## src/rtl/halfbridge_pwm.sv

```systemverilog
module halfbridge_pwm #(
  parameter int CNT_W = 12,
  parameter int DT_W  = 7,
  parameter logic [CNT_W-1:0] RESET_RELOAD = '0
) (
  input  logic             clk,
  input  logic             rst_n,
  input  logic             tick_en,
  input  logic             reload_wr,
  input  logic [CNT_W-1:0] reload_din,
  input  logic             cmp_wr,
  input  logic [CNT_W-1:0] cmp_din,
  input  logic             dt_wr,
  input  logic [DT_W:0]    dt_din,
  input  logic             pol_wr,
  input  logic [1:0]       pol_din,
  output logic             hs_out,
  output logic             ls_out,
  output logic             wrap
);

  localparam logic [CNT_W-1:0] TOP = {CNT_W{1'b1}};
  localparam int EXT = CNT_W + 1 - DT_W;

  logic [CNT_W-1:0] cnt_q, reload_q, cmp_q;
  logic [DT_W:0]    dt_q, dt_sh;
  logic [1:0]       pol_q;
  logic             run_q;

  wire tick_top = tick_en && (cnt_q == TOP);
  assign wrap = tick_top;

  always_ff @(posedge clk or negedge rst_n) begin
    if (!rst_n) begin
      reload_q <= '0;
      cmp_q    <= '0;
      dt_q     <= '0;
      pol_q    <= '0;
    end else begin
      if (reload_wr) reload_q <= reload_din;
      if (cmp_wr)    cmp_q    <= cmp_din;
      if (dt_wr)     dt_q     <= dt_din;
      if (pol_wr)    pol_q    <= pol_din;
    end
  end

  always_ff @(posedge clk or negedge rst_n) begin
    if (!rst_n) begin
      cnt_q <= RESET_RELOAD;
      dt_sh <= '0;
      run_q <= 1'b0;
    end else if (tick_en) begin
      if (tick_top) begin
        cnt_q <= reload_q;
        dt_sh <= dt_q;
        run_q <= 1'b1;
      end else begin
        cnt_q <= cnt_q + 1'b1;
      end
    end
  end

  wire            dt_on  = dt_sh[DT_W];
  wire [DT_W-1:0] dt_len = dt_sh[DT_W-1:0];
  wire [CNT_W:0]  len_x  = {{EXT{1'b0}}, dt_len};
  wire [CNT_W:0]  cnt_x  = {1'b0, cnt_q};
  wire [CNT_W:0]  hs_rise = {1'b0, reload_q} + len_x;
  wire [CNT_W:0]  ls_rise = {1'b0, cmp_q} + len_x;
  wire            active = cnt_q < cmp_q;

  logic hs_core, ls_core;
  always_comb begin
    hs_core = 1'b0;
    ls_core = 1'b0;
    if (run_q) begin
      if (!dt_on) begin
        hs_core = active;
        ls_core = !active;
      end else if (dt_len != '0) begin
        hs_core = active && (cnt_x >= hs_rise);
        ls_core = cnt_x >= ls_rise;
      end
    end
  end

  assign hs_out = hs_core ^ pol_q[0];
  assign ls_out = ls_core ^ pol_q[1];


  cnt_hold_chk: assert property (@(posedge clk) disable iff (!rst_n)
    !tick_en |=> $stable(cnt_q));

  wrap_reload_chk: assert property (@(posedge clk) disable iff (!rst_n)
    wrap |=> (cnt_q == $past(reload_q)));

  shadow_hold_chk: assert property (@(posedge clk) disable iff (!rst_n)
    !wrap |=> $stable(dt_sh));

  no_overlap_chk: assert property (@(posedge clk) disable iff (!rst_n)
    (dt_on && pol_q == 2'b00) |-> !(hs_out && ls_out));

  zero_len_idle_chk: assert property (@(posedge clk) disable iff (!rst_n)
    (dt_on && dt_len == '0) |-> (hs_out == pol_q[0] && ls_out == pol_q[1]));

  complement_chk: assert property (@(posedge clk) disable iff (!rst_n)
    (run_q && !dt_on) |-> ((hs_out ^ ls_out) == !(pol_q[0] ^ pol_q[1])));

  startup_idle_chk: assert property (@(posedge clk) disable iff (!rst_n)
    !run_q |-> (hs_out == pol_q[0] && ls_out == pol_q[1]));

endmodule

```

## config.mk

```make
export PLATFORM = sky130hd
export DESIGN_NAME = halfbridge_pwm
export DESIGN_NICKNAME = d
export VERILOG_FILES = /design/src/rtl/halfbridge_pwm.sv
export SDC_FILE = /design/constraint.sdc
export NUM_CORES = 1
export LEC_CHECK = 0
export BUFFER_PORTS_ARGS = -buffer_cell sky130_fd_sc_hd__buf_2
export CAP_MARGIN = 15
export CORE_MARGIN = 4
export CORE_UTILIZATION = 53
export CTS_CLUSTER_DIAMETER = 150
export DETAILED_ROUTE_END_ITERATION = 16
export PLACE_DENSITY = 0.76
export SYNTH_ARGS = -nofsm -noshare
export SYNTH_HDL_FRONTEND = slang
export SYNTH_SLANG_ARGS = --single-unit
```

## constraint.sdc

```tcl
create_clock -name clk -period 3.6 [get_ports clk]
set_clock_uncertainty 0.05 [all_clocks]
set_input_delay 0.72 -clock clk [delete_from_list [all_inputs] [get_ports clk]]
set_output_delay 0.72 -clock clk [all_outputs]
set_load 0.01 [all_outputs]
```

-- Word level (Yosys, flattened, before mapping)
Index checks and enable logic that the tools add are counted.
W data, S select, Z words.
- bits in registers: 55
- bits of input ports: 41
- output and inout bits: 3
- word-level logic and storage cells: 28
- muxes and demuxes: 7
- equality and inequality tests: 1
- bitwise gates (word level): 2
- magnitude comparators: 3
- reductions and logical operators: 5
- add/sub/neg operators: 3
- operators by type and width (kind ; number):
    $add A12 B7 Y13 ; 2
    $ge A12 B13 Y1 ; 2
    $add A12 B1 Y12 const B ; 1
    $eq A12 B12 Y1 const B ; 1
    $lt A12 B12 Y1 ; 1
    $mux W12 ; 1
    $reduce_bool A7 Y1 ; 1
    $mux W1 ; 6
    $logic_and A1 B1 Y1 ; 2
    $reduce_and A2 Y1 ; 1
    $xor A1 B1 Y1 ; 2
    $logic_not A1 Y1 ; 1

-- Logic depth before layout (Yosys ltp)
Gate-level depths: netlist of the first run.
- word-level depth: 7
- gate-level depth with buffers: 15
- depth with buffers taken out: 15

-- Worst setup path before layout of the first run
OpenSTA, ideal clock, no wires.
- path kind: flip-flop to output port
- start: reg dt_sh[1]
- end: out hs_out
- stages on the path, launching flop included: 15
- setup slack: -0.062 ns
- data arrival time: 2.892 ns
- cell sequence: dfrtp_1 > ha_1 > a21o_1 > nand2_1 > a21oi_1 > o41ai_1 > nor2_1 > xnor2_1 > ha_1 > a21o_1 > a21o_1 > a211oi_1 > o21a_1 > nand4bb_1 > xnor2_1
- cells in the longest elaborated chain, start to end: 7
- ends and longest elaborated chain (what ; line ; source):
    from (decl) ; 26 ; logic [DT_W:0] dt_q, dt_sh;
    from (signal assigned) ; 55 ; dt_sh <= dt_q;
    $add A12 B7 Y13 ; 67 ; wire [CNT_W:0] hs_rise = {1'b0, reload_q} + len_x;
    $ge A12 B13 Y1 ; 80 ; hs_core = active && (cnt_x >= hs_rise);
    $logic_and A1 B1 Y1 ; 80 ;
    $mux W1 * ; 79 ; end else if (dt_len != '0) begin
    $mux W1 * ; 76 ; if (!dt_on) begin
    $mux W1 * ; 75 ; if (run_q) begin
    $xor A1 B1 Y1 * ; 86 ; assign hs_out = hs_core ^ pol_q[0];
    to (decl) ; 17 ; output logic hs_out,
Mark *: on every way between the ends. The rest lies on a longest branch, timed or not.

-- Worst setup path after layout of the first run
- start: reg dt_sh[1]
- end: out ls_out
- cells in the longest elaborated chain, start to end: 6
- ends and longest elaborated chain (what ; line ; source):
    $add A12 B7 Y13 ; 68 ; wire [CNT_W:0] ls_rise = {1'b0, cmp_q} + len_x;
    $ge A12 B13 Y1 ; 81 ; ls_core = cnt_x >= ls_rise;
    $mux W1 * ; 79 ;
    $mux W1 * ; 76 ;
    $mux W1 * ; 75 ;
    $xor A1 B1 Y1 * ; 87 ; assign ls_out = ls_core ^ pol_q[1];
    to (decl) ; 18 ; output logic ls_out,
Marks and branches as above.

==> results of run 1 <==
-- cells by family (layout without fill, tap and decap cells) --
family,after synthesis,after routing
simple gates,123,123
compound gates,91,91
flops,55,55
fa+ha+maj,52,52
buf+inv,32,117
mux,23,23
xor+xnor,22,22
-- power by group through the flow --
stage	Clock [mW]	Sequential (mW)	Combinational (mW)
4_1_cts	0.390	0.803	0.579
2_1_floorplan	0	0.774	0.382
5_1_grt	0.415	0.818	0.669
3_3_place_gp	0	0.810	0.508
6_report	0.377	0.804	0.589
3_5_place_dp	0	0.814	0.540
-- flip-flops by register name, summed over array words and instances (netlist names) --
signal and cells:
dt_sh 8, cnt_q 12, run_q 1, dt_q 8
reload_q 12, pol_q 2, cmp_q 12
-- layout make-up --
| cell class | instances | area, sq um | area share, % |
|---|---|---|---|
| clock buffers | 5 | 68.82 | 1.482 |
| clock inverters | 3 | 26.28 | 0.5660 |
| inverters | 22 | 82.58 | 1.779 |
| multi-input cells | 311 | 2415 | 52.02 |
| flip-flops and latches | 55 | 1376 | 29.65 |
| well taps | 96 | 120.1 | 2.588 |
| repair buffers | 87 | 553.0 | 11.91 |
-- synthesized netlist by cell type, drive strengths merged (2+ instances only) --
master  number
ha          50
a211oi       8
nor2        22
o21ai       34
dfrtp       55
and4         2
a21oi       21
and3         4
mux2        23
nor3         5
o31ai        2
a31oi        3
clkbuf       6
xnor2       12
fa           2
a22o         5
nand4        9
a41oi        2
buf          4
a221oi       2
and2         2
nand2b       5
nor4         2
nand3        6
nand2       62
inv         22
xor2        10
a21o         6
-- per-layer routing --
layer | share of wire (%) | vias to the layer above | track usage (%)
met5 | 0 | - | 0
met4 | 3.0 | 0 | 8.292
met3 | 4.1 | 26 | 3.527
met2 | 51 | 84 | 39.42
met1 | 42 | 1529 | 27.70
li1 | - | 1601 | -
-- cell usage in the layout, fill, tap and decap left out, types with 12 or more instances in the layout --
cell      n
o21ai_0  22
nor2_1   21
ha_1     46
nand2_1  60
xnor2_1  12
a21oi_1  17
buf_4    42
buf_2    43
dfrtp_1  55
mux2_2   22
inv_1    19
-- per-stage QoR --
step / hold slack [ns] / worst slack [ns] / area, sq um / TNS [ns]
2_1_floorplan: 0.3744 / 0.07849 / 3755 / 0
3_3_place_gp: 0.3997 / -0.2207 / 4312 / -0.3550
3_5_place_dp: 0.4093 / -0.2031 / 4312 / -0.3727
4_1_cts: 0.3673 / -0.5405 / 4599 / -0.9892
5_1_grt: 0.3957 / -0.6941 / 4642 / -1.346
6_report: 0.3434 / -0.5134 / 4642 / -0.9502
-- worst min-delay path by stage --
stage             from       end
3_5_place_dp   dt_q[0]  dt_sh[0]
6_report         rst_n  pol_q[1]
4_1_cts          rst_n  cmp_q[3]
2_1_floorplan    rst_n  cmp_q[0]
5_1_grt          rst_n     run_q
3_3_place_gp   dt_q[2]  dt_sh[2]
-- repair_timing --
item,4_1_cts,5_1_grt
setup buffers,8,1
gates resized for setup,28,5
endpoints found under the setup margin,2,2
pin swaps,31,14
==> results.tsv, run 1 <==
metric	value	unit
status	complete, but fails checks	
failed_checks	setup timing	
synthSimpleGateAreaFrac	14.92	%
period_needed	4.113	ns
core_area	0.006832	sq mm
relSlewSlack	58.65	%
layout-drive-gt1-share	30.64	%
wire_per_inst	15.68	um
first_pass_iters	5	
num_antenna_cells	0	
grt_pass1_vias	3334	
grt.total_usage	22.45	%
startpoint	dt_sh[1]	
rsz0062_at_grt	true	
cp_max_fo	3	
yosys.area.top_type	dfrtp_1	
maxCapViolations	0	
synth_area_leaders	dfrtp_1 37%, ha_1 17%, mux2_2 6.6%, nand2_1 6.2%, o21ai_0 3.1%	
seq_area_frac_synth	36.73	%
synthCells	398	
power_frac_seq	45.4	%
area_growth	23.87	%
crit_family	compound AO/OA/AOI/OAI gates	
reg2reg_from	cnt_q[1]	
drt_wl_total	9081	um
fmax	0.2431	GHz
cts-root-buf	clkbuf_8	
num-fill-cells	549	
synth_top_family_by_area	adder cells	
start_util	54.85	%
die_area	0.008480	sq mm
cp_cell_sequence	buf_6 > ha_4 > a21o_1 > a21oi_4 > o21ai_2 > nand2_2 > nor4_4 > xnor2_1 > ha_1 > a211oi_2 > nand2_2 > nor3_2 > a211oi_1 > a32oi_1 > xnor2_1 > buf_2	
dpl.hpwl	6762	um
ys_warn_count	0	
avgSynthCellArea	9.415	sq um
finalNonFillerCells	579	
drc	0	
cts.sinks	55	
setup_viol_count_final	2	
grt_start_max_net_pins	30	
slew_violations	0	
cts_buffers	5	
synth_compound_area_share	15.23	%
die_y	92.09	um
clockBufferDepth	2	
synth_xor_area_share	5.142	%
dp.cells	562	
setup_ws	-0.5134	ns
vdd_ir_drop_max	214.8	uV
period_share	114.3	%
routabilityCongestion	0.8978	
hp-class	in2async	
final_antenna_net_count	0	
p_sw	0.6417	mW
synth_nets	491	
cts_tree	done	
htreeDepth	2	
clk_pin_slew	0.11	ns
dr.first_iter.drc_count	162	
routed_via_density	5.596	
reg2reg_depth	7	
fin_nets	575	
worstPathRequired	2.83	ns
synthFlopType	dfrtp_1	
yosys.area.top_type_share	36.73	%
worstSetupPathType	reg2out	
reg2reg_to	cnt_q[3]	
combPwrFrac	33.3	%
hold_violations	0	
antenna_found_initial	0	
vias	3240	
synth_area	0.003747	sq mm
power	1.770	mW
power.density	381.3	mW/mm^2
worstSkewPairLatency	0.33	ns
synth_mux_area_share	6.912	%
cp-start-kind	register	
path_depth	16	
grt_overflow_total	0	
synth_seq_cells	55	
port_buffers	43	
setup.worst_path.end_class	output pin	
slowest_delay	0.41	ns
synthAdderAreaFrac	17.76	%
synth_edf_count	0	
cp_num_buf_inv	2	
slowest_stage	dfrtp_1	
p_clk_share	21.3	%
setup.worst_path.end	ls_out	
swShare	36.25	%
intPower	1.128	mW
hold_buffers	0	
cp.arrival	3.34	ns
rows	30	
p_leak	2.238	nW
reg2reg_slack	1.36	ns
ys_types	48	
die_w	92.09	um
worst_slew_pin_slew	0.6203	ns
ys_async_sr_fraction	100.0	%
pin_count	44	
fin_util	67.95	%
grt_pass1_wl	15320	um
(Power assumes the default switching activity.)
==> run 2, diff against run 1 <==
--- a/config.mk
+++ b/config.mk
@@ -11,6 +11,8 @@
 export CORE_UTILIZATION = 53
 export CTS_CLUSTER_DIAMETER = 150
 export DETAILED_ROUTE_END_ITERATION = 16
+export GPL_TIMING_DRIVEN = 0
+export MAX_ROUTING_LAYER = met4
 export PLACE_DENSITY = 0.76
 export SYNTH_ARGS = -nofsm -noshare
 export SYNTH_HDL_FRONTEND = slang
==> results.tsv, run 2 (same netlist as run 1, synthesis figures left out) <==
metric	value	unit
failed_checks	setup timing	
cts_buffers	5	
cp_max_fo	3	
power.density	390.6	mW/mm^2
clockBufferDepth	2	
cts.sinks	55	
use_met1	28.17	%
dp.cells	537	
relSlewSlack	62.73	%
core_area	0.006832	sq mm
slew_violations	0	
die_w	92.09	um
routabilityCongestion	0.8771	
period_needed	4.123	ns
fmax	0.2425	GHz
wire_per_inst	15.80	um
cp_cell_sequence	ha_2 > inv_2 > fa_2 > nand2b_4 > a21oi_4 > o41a_1 > nand2_1 > xor2_1 > ha_2 > a21o_1 > a21o_1 > a211oi_2 > o21a_1 > nand4bb_1 > xnor2_1 > buf_2	
final_cell_mix	61 x nand2_1, 52 x dfrtp_1, 45 x buf_2, 40 x ha_1, 23 x o21ai_0	
grt_overflow_total	0	
period_share	114.5	%
grt_pass1_vias	3209	
p_sw	0.6201	mW
slowest_delay	0.42	ns
setup_ws	-0.5230	ns
vias	3200	
setup.worst_path.end_class	output pin	
area_growth	22.50	%
routed_via_density	5.674	
port_buffers	42	
rows	30	
clk_pin_slew	0.11	ns
grt_util_met3	3.692	%
cp_num_buf_inv	2	
slowest_stage	dfrtp_1	
power_frac_seq	44.6	%
htreeDepth	2	
cts_tree	done	
mostFrequentLayoutCell	nand2_1	
hold_buffers	0	
cp.arrival	3.35	ns
grt_start_max_net_pins	39	
start_util	54.85	%
drt_wl_total	8909	um
dpl.hpwl	6619	um
worstSetupPathType	reg2out	
worstPathRequired	2.83	ns
fin_nets	560	
p_leak	2.145	nW
maxCapViolations	0	
worst_slew_pin_slew	0.5590	ns
status	complete, but fails checks	
globalRouteMet2Util	37.77	%
place_ws	-0.3664	ns
first_pass_iters	4	
swShare	34.58	%
fin_util	67.20	%
rsz0062_at_grt	true	
pin_count	44	
dr.first_iter.drc_count	149	
num-fill-cells	585	
setup_viol_count_final	2	
antenna_found_initial	0	
die_y	92.09	um
grt_pass1_wl	15190	um
intPower	1.173	mW
drc	0	
grt.total_usage	22.64	%
cts-root-buf	clkbuf_8	
top_regs	cmp_q (12), cnt_q (12), reload_q (12)	
layout-drive-gt1-share	28.85	%
finalNonFillerCells	564	
p_clk_share	24.5	%
num_antenna_cells	0	
combPwrFrac	30.8	%
crit_family	compound AO/OA/AOI/OAI gates	
final_antenna_net_count	0	
vdd_ir_drop_max	250.4	uV
worstSkewPairLatency	0.32	ns
die_area	0.008480	sq mm
cp-start-kind	register	
hp-class	in2async	
hold_violations	0	
busiest_layer	met2	
run 2: cell types whose count changed in the layout (fill, tap and decap cells not counted), sizes merged:
cell and delta:
inv -1, buf -21, bufinv +1, clkbuf +6
run 2: power groups by stage:
stage	sequential [mW]	clock [mW]	combinational, mW
final	0.801	0.440	0.553
after global routing	0.817	0.472	0.645
after CTS	0.800	0.445	0.543
after detailed placement	0.808	0	0.504
after global placement	0.806	0	0.476
after floorplan	0.774	0	0.382
run 2: layout make-up:
cell class                 count  area, sq um  area share, %
multi-input combinational    311         2465          53.69
clock inverter                 3        47.55          1.036
inverter                      22        82.58          1.799
sequential                    55         1380          30.06
buffer                        10        41.29         0.8994
tap                           96        120.1          2.617
clock buffer                   5        68.82          1.499
timing repair buffer          62        385.4          8.395
run 2: through the flow:
stage | setup TNS, ns | instance area (sq um) | power (mW) | hold WS, ns
finish | -0.9996 | 4591 | 1.793 | 0.2845
global route | -1.398 | 4591 | 1.934 | 0.3173
CTS | -1.033 | 4478 | 1.788 | 0.3005
detailed placement | -0.6917 | 4105 | 1.312 | 0.4019
global placement | -0.5732 | 4085 | 1.283 | 0.3982
floorplan | 0 | 3755 | 1.156 | 0.3744
run 2: final timing paths:
path / startpoint / to / slack [ns] / depth (start not counted)
worst max-delay path: dt_sh[0] / hs_out / -0.52 / 16
worst min-delay path: rst_n / cnt_q[9] / 0.28 / 1
worst max register to register: cnt_q[1] / cnt_q[3] / 1.59 / 7
worst min register to register: dt_q[2] / dt_sh[2] / 0.42 / 2
max in group asynchronous: rst_n / dt_sh[5] / 2.64 / 2
min in group clk: dt_q[2] / dt_sh[2] / 0.42 / 2
run 2: timing repair:
action,in CTS,in global routing
resized for setup,30,10
cloned,0,0
setup buffers,11,8
pin swaps,20,27
endpoints found under the setup margin,2,2
run 2: routing by layer:
layer | vias to the layer above | wire length [um] | part of all wire, %
li1 | 1566 | - | -
met1 | 1524 | 3685 | 41
met2 | 92 | 4545 | 51
met3 | 18 | 468 | 5.3
met4 | 0 | 210 | 2.4
met5 | - | 0 | 0
